<file path="src/rtl/cpb_pkg.sv">
// Shared types for the cartridge-port ISA bridge.
// Assumes: 5-bit peripheral port field and 8-bit data path.
package cpb_pkg;
    typedef enum logic [1:0] {
        ST_IDLE,
        ST_SETUP,
        ST_STROBE,
        ST_HOLD
    } seq_state_t;

    typedef struct packed {
        logic       is_wr;
        logic [4:0] port;
        logic [7:0] wdata;
    } isa_req_t;
endpackage

</file>
<file path="src/rtl/cpb_decode.sv">
// Window decoder: turns host select and address into an ISA request.
// Assumes: host_addr holds A23..A1; the read window wins if both selects are low.
module cpb_decode
    import cpb_pkg::*;
#(
    parameter logic [7:0] RD_BASE = 8'hFA,
    parameter logic [7:0] WR_BASE = 8'hFB
) (
    input  logic [23:1] host_addr,
    input  logic        win_rd_sel_n,
    input  logic        win_wr_sel_n,
    output logic        req_valid,
    output isa_req_t    req,
    output logic        bus_idle
);
    logic low_ok;
    logic rd_hit;
    logic wr_hit;

    // Window match on the high address byte plus a clear A15..A14.
    always_comb begin
        low_ok    = (host_addr[15:14] == 2'b00);
        rd_hit    = !win_rd_sel_n && (host_addr[23:16] == RD_BASE) && low_ok;
        wr_hit    = !win_wr_sel_n && (host_addr[23:16] == WR_BASE) && low_ok;
        req_valid = rd_hit || wr_hit;
        bus_idle  = win_rd_sel_n && win_wr_sel_n;
    end

    // Request fields: port from A13..A9, write byte from A8..A1.
    always_comb begin
        req.is_wr = !rd_hit;
        req.port  = host_addr[13:9];
        req.wdata = host_addr[8:1];
    end
endmodule

</file>
<file path="src/rtl/cpb_seq.sv">
// ISA cycle sequencer: setup, strobe (stretchable and bounded), hold.
// Assumes: one request per select assertion; re-armed once both selects are high.
module cpb_seq
    import cpb_pkg::*;
#(
    parameter int STB_CLKS = 3,
    parameter int WAIT_MAX = 16
) (
    input  logic       clk,
    input  logic       rst_n,
    input  logic       req_valid,
    input  isa_req_t   req,
    input  logic       bus_idle,
    input  logic       isa_rdy,
    output logic [4:0] isa_addr,
    output logic [7:0] isa_dout,
    output logic       isa_ior_n,
    output logic       isa_iow_n,
    output logic       latch_en
);
    localparam int LIMIT = STB_CLKS + WAIT_MAX - 1;
    localparam int CNT_W = $clog2(LIMIT + 1);

    seq_state_t       state;
    isa_req_t         cur;
    logic [CNT_W-1:0] cnt;
    logic             armed;
    logic             done;

    // Strobe end: minimum length met and ready, or the timeout reached.
    always_comb begin
        done = ((cnt >= CNT_W'(STB_CLKS - 1)) && isa_rdy) || (cnt == CNT_W'(LIMIT));
    end

    // Cycle state machine with a one-shot arm per select assertion.
    always_ff @(posedge clk) begin
        if (!rst_n) begin
            state <= ST_IDLE;
            cur   <= '0;
            cnt   <= '0;
            armed <= 1'b1;
        end else begin
            if (bus_idle) armed <= 1'b1;
            case (state)
                ST_IDLE: begin
                    if (armed && req_valid) begin
                        cur   <= req;
                        armed <= 1'b0;
                        state <= ST_SETUP;
                    end
                end
                ST_SETUP: begin
                    cnt   <= '0;
                    state <= ST_STROBE;
                end
                ST_STROBE: begin
                    cnt <= cnt + 1'b1;
                    if (done) state <= ST_HOLD;
                end
                default: state <= ST_IDLE;
            endcase
        end
    end

    // Bus outputs come straight from the held request and state.
    always_comb begin
        isa_addr  = cur.port;
        isa_dout  = cur.wdata;
        isa_ior_n = !((state == ST_STROBE) && !cur.is_wr);
        isa_iow_n = !((state == ST_STROBE) && cur.is_wr);
        latch_en  = (state == ST_STROBE) && done && !cur.is_wr;
    end
endmodule

</file>
<file path="src/rtl/cpb_rdret.sv">
// Read return path: captures the peripheral byte and drives it to the host.
// Assumes: the read select stays low until the host has taken the byte.
module cpb_rdret (
    input  logic       clk,
    input  logic       rst_n,
    input  logic       latch_en,
    input  logic [7:0] isa_din,
    input  logic       win_rd_sel_n,
    output logic [7:0] host_dq,
    output logic       host_dq_oe
);
    logic [7:0] rd_byte;
    logic       rd_ok;

    // Capture on strobe end; forget the byte once the read select goes high.
    always_ff @(posedge clk) begin
        if (!rst_n) begin
            rd_byte <= '0;
            rd_ok   <= 1'b0;
        end else if (latch_en) begin
            rd_byte <= isa_din;
            rd_ok   <= 1'b1;
        end else if (win_rd_sel_n) begin
            rd_ok   <= 1'b0;
        end
    end

    // Drive the host lines only inside a live read-window access.
    always_comb begin
        host_dq    = rd_byte;
        host_dq_oe = rd_ok && !win_rd_sel_n;
    end
endmodule

</file>
<file path="src/rtl/cartport_isa_bridge.sv">
// Top level: read-only cartridge slot to 8-bit ISA I/O bridge.
// Assumes: host signals synchronous to clk; the peripheral answers reads combinationally.
module cartport_isa_bridge
    import cpb_pkg::*;
#(
    parameter int         STB_CLKS = 3,
    parameter int         WAIT_MAX = 16,
    parameter logic [7:0] RD_BASE  = 8'hFA,
    parameter logic [7:0] WR_BASE  = 8'hFB
) (
    input  logic        clk,
    input  logic        rst_n,
    input  logic [23:1] host_addr,
    input  logic        win_rd_sel_n,
    input  logic        win_wr_sel_n,
    output logic [7:0]  host_dq,
    output logic        host_dq_oe,
    output logic [4:0]  isa_addr,
    output logic [7:0]  isa_dout,
    input  logic [7:0]  isa_din,
    output logic        isa_ior_n,
    output logic        isa_iow_n,
    input  logic        isa_rdy
);
    logic     req_valid;
    isa_req_t req;
    logic     bus_idle;
    logic     latch_en;

    cpb_decode #(.RD_BASE(RD_BASE), .WR_BASE(WR_BASE)) u_dec (
        .host_addr    (host_addr),
        .win_rd_sel_n (win_rd_sel_n),
        .win_wr_sel_n (win_wr_sel_n),
        .req_valid    (req_valid),
        .req          (req),
        .bus_idle     (bus_idle)
    );

    cpb_seq #(.STB_CLKS(STB_CLKS), .WAIT_MAX(WAIT_MAX)) u_seq (
        .clk       (clk),
        .rst_n     (rst_n),
        .req_valid (req_valid),
        .req       (req),
        .bus_idle  (bus_idle),
        .isa_rdy   (isa_rdy),
        .isa_addr  (isa_addr),
        .isa_dout  (isa_dout),
        .isa_ior_n (isa_ior_n),
        .isa_iow_n (isa_iow_n),
        .latch_en  (latch_en)
    );

    cpb_rdret u_ret (
        .clk          (clk),
        .rst_n        (rst_n),
        .latch_en     (latch_en),
        .isa_din      (isa_din),
        .win_rd_sel_n (win_rd_sel_n),
        .host_dq      (host_dq),
        .host_dq_oe   (host_dq_oe)
    );
endmodule

</file>
<file path="config.mk">
export PLATFORM = sky130hd
export DESIGN_NAME = cartport_isa_bridge
export DESIGN_NICKNAME = d
export VERILOG_FILES = /design/src/rtl/cpb_pkg.sv /design/src/rtl/cpb_decode.sv /design/src/rtl/cpb_seq.sv /design/src/rtl/cpb_rdret.sv /design/src/rtl/cartport_isa_bridge.sv
export SDC_FILE = /design/constraint.sdc
export NUM_CORES = 1
export LEC_CHECK = 0
export ABC_AREA = 1
export BUFFER_PORTS_ARGS = -buffer_cell sky130_fd_sc_hd__buf_2
export CAP_MARGIN = 20
export CORE_UTILIZATION = 25
export CTS_CLUSTER_DIAMETER = 120
export CTS_CLUSTER_SIZE = 25
export DETAILED_ROUTE_END_ITERATION = 12
export SLEW_MARGIN = 20
export SYNTH_ARGS = -nofsm -noshare
export SYNTH_HDL_FRONTEND = slang
export SYNTH_SLANG_ARGS = --single-unit
</file>
<file path="constraint.sdc">
create_clock -name clk -period 1.2 [get_ports clk]
set_input_delay 0.3 -clock clk [delete_from_list [all_inputs] [get_ports clk]]
set_output_delay 0.3 -clock clk [all_outputs]
set_load 0.02 [all_outputs]
</file>
==> out/results.ini <==
[clocking]
cts_num_sinks = 31
cts_root_buf = clkbuf_8
postCtsHoldBufs = 0
clk_pin_slew_ps = 60
cts_tree = done
cts_buffer_depth = 2
cts_made_buffers = 5
h-tree-depth = 2
clk-insertion-delay-late_ps = 280

[synthesis]
yosys-top-cells-area = dfxtp_1 37%, nand2_1 12%, inv_1 6.5%
ys_warn_count = 0
avgSynthCellArea_um2 = 7.55
syn_inst = 221
synth_cell_types = 25
ys_seq_elements = 31
yosysTopAreaCell = dfxtp_1
synth_area_mm2 = 0.00167
synthesis.nets = 261
ys_seq_area_frac = 0.372
yosysTopAreaCellShare = 0.372

[global_route]
busiest_layer = met2
grt.total_usage = 0.123
grt_pass1_wl_mm = 6.96
grt_pass1_vias = 1586
antenna_found_initial = 0
use_met2 = 0.207
grtUsageMet3 = 0.0346
grt_max_degree = 18
gr-usage-met1 = 0.149
grt.overflow.total = 0

[critical_path]
worstPathRequired_ps = 900
cp_max_fo = 3
rrSetupSlack_ps = -100
endpoint_kind = output port
reg2reg_to = u_ret.host_dq[3]
critPathKind = reg2out
slowest_stage = dfxtp_2
crit_chain = inv_4 -> ha_4 -> nand2_4 -> buf_6
critPathBufInv = 2
slowest_delay_ps = 330
r2r-start = u_seq.cnt[0]
cp-start-kind = register
rr_worst_depth = 9
cp.arrival_ps = 1040
cp_top_family = flip-flops

[layout]
fin_nets = 331
syn2layout_area_growth_pct = 44.9
post_route_cells_drive_above_1_share = 0.495
postLayoutCellArea_mm2 = 0.00242
seq_area_um2 = 628
final_cell_mix = 56 x buf_2, 43 x nand2_1, 27 x dfxtp_1
final_common_cell = buf_2
diodes = 0
fillers = 670
multi_input_area_um2 = 992

[flow_run]
maxCapViolations = 0

[detailed_routing]
routedWlPerCell_um = 11.3
postRouteAntennaNets = 0
firstDrtPassIters = 4
wirelength_mm = 4.17
drc = 0
first_iter_violations = 52
vias_per_cell = 4.32
vias = 1589

[placement]
placed_area_mm2 = 0.00206
post-place-ws_ps = -102
gp_congestion = 0.819
hpwl_mm = 2.91
port-buffer-count = 59

[sta]
fmax_mhz = 745
setup_viol = 16
hold_viol_final = 0
fin_ws_ps = -142
fin_crit_sh = 1.12
slew_violations = 0
fin_skew_ps = 2.75
rsz0062_at_grt = yes
relSlewSlack = 0.765
period_needed_ps = 1340
tightest_slew_ps = 351

[die]
dieHeight_um = 83.7
die_area_mm2 = 0.00700
num_io_pins = 60
rows = 29
fp.dieW_um = 83.7
core_area_mm2 = 0.00639
start_util = 0.261

[status]
status = finished, violations left
violations = negative setup slack

[worst_hold_path]
hold-path-endpoint = u_seq.isa_dout[5]
hold_path.class = in2reg
whs_path_depth = 3
min_from = host_addr[6]

[pwr]
p_leak_nw = 1.14
powerDensity_mw_per_mm2 = 1140
ir_drop_uv = 575

==> worst reg2reg max path, cell delays in order, from the launching register on <==
cell,delay [ps]
dfxtp_2,340
inv_2,50
ha_4,160
nor2_2,70
nand3_1,90
nand2_2,120
nand2_4,110
nand2_4,130
nand2_2,60
a21oi_2,120
==> cell families (layout without fill, tap and decap cells) <==
logic type | Yosys count | count (layout) | synth area share
buf+inv | 49 | 116 | 0.165
flops | 31 | 31 | 0.372
simple gates | 116 | 119 | 0.366
xor+xnor | 1 | 1 | 0.00525
compound gates | 20 | 20 | 0.0615
fa+ha+maj | 4 | 4 | 0.0300
==> sequential cells by signal, summed over array words and instances, names as in the netlist <==
register	count
u_ret.host_dq	8
u_ret.rd_ok	1
u_seq.armed	1
u_seq.cnt	5
u_seq.cur	1
u_seq.isa_addr	5
u_seq.isa_dout	8
u_seq.state	2
==> how the worst max path moves through the flow <==
| stage | start | end | slack (ps) | cells past startpoint |
|---|---|---|---|---|
| 6_report | u_seq.state[0] | isa_ior_n | -140 | 4 |
| 5_1_grt | u_seq.cnt[0] | u_seq.state[1] | -210 | 10 |
| 4_1_cts | u_seq.state[0] | isa_ior_n | -140 | 4 |
| 3_5_place_dp | host_addr[22] | u_seq.cur[13] | -100 | 10 |
| 3_3_place_gp | win_wr_sel_n | u_seq.isa_addr[2] | -80 | 7 |
| 2_1_floorplan | u_seq.state[0] | u_ret.host_dq[0] | -6 | 7 |
==> routing by layer <==
metal,wire [um],vias up
li1,-,821
met1,1840,720
met2,2080,44
met3,213,4
met4,34,0
met5,0,-
==> power breakdown <==
| part | internal (mW) | switching [mW] | total, mW |
|---|---|---|---|
| Combinational | 0.350 | 0.474 | 0.824 |
| Sequential | 1.06 | 0.0219 | 1.08 |
| Clock | 0.449 | 0.389 | 0.838 |
| Total | 1.86 | 0.884 | 2.74 |
==> per-stage QoR <==
step	TNS [ps]	instances	hold slack (ps)	util	total power [mW]
finish	-1230	368	239	0.378	2.74
global route	-3380	368	236	0.378	2.90
CTS	-2360	366	244	0.356	2.62
detailed placement	-2300	354	454	0.323	1.68
global placement	-1760	354	448	0.323	1.67
floorplan	-49.4	221	431	-	1.45
==> cell type report <==
type	count	area share
Inverter	31	0.0523
Multi-Input combinational cell	144	0.411
Clock buffer	6	0.0342
Clock inverter	1	0.00207
Timing Repair Buffer	78	0.201
Tap cell	77	0.0399
Sequential cell	31	0.260
==> repair_timing <==
item	4_1_cts	5_1_grt
gates cloned	2	1
resized for setup	22	30
setup endpoints to repair	30	34
pin swaps	7	19
setup buffers	3	1
==> cells in the mapped netlist <==
cell type and number:
o21ai_0 3, dfxtp_1 31, inv_1 29, buf_4 13
clkbuf_8 2, clkinv_1 2, nand3_4 1, nor2_1 24
nand2_1 52, xnor2_1 1, ha_1 4, a21oi_1 16
nand2_2 3, nand4_4 1, buf_6 3, o21a_1 1
nand3b_1 2, nor3b_1 1, nand2_4 2, nor3_1 3
nor2_2 2, nand3_1 13, nor2_4 1, nor3_2 10
nor3b_4 1
Note: power is estimated with default switching activity, not from simulation.
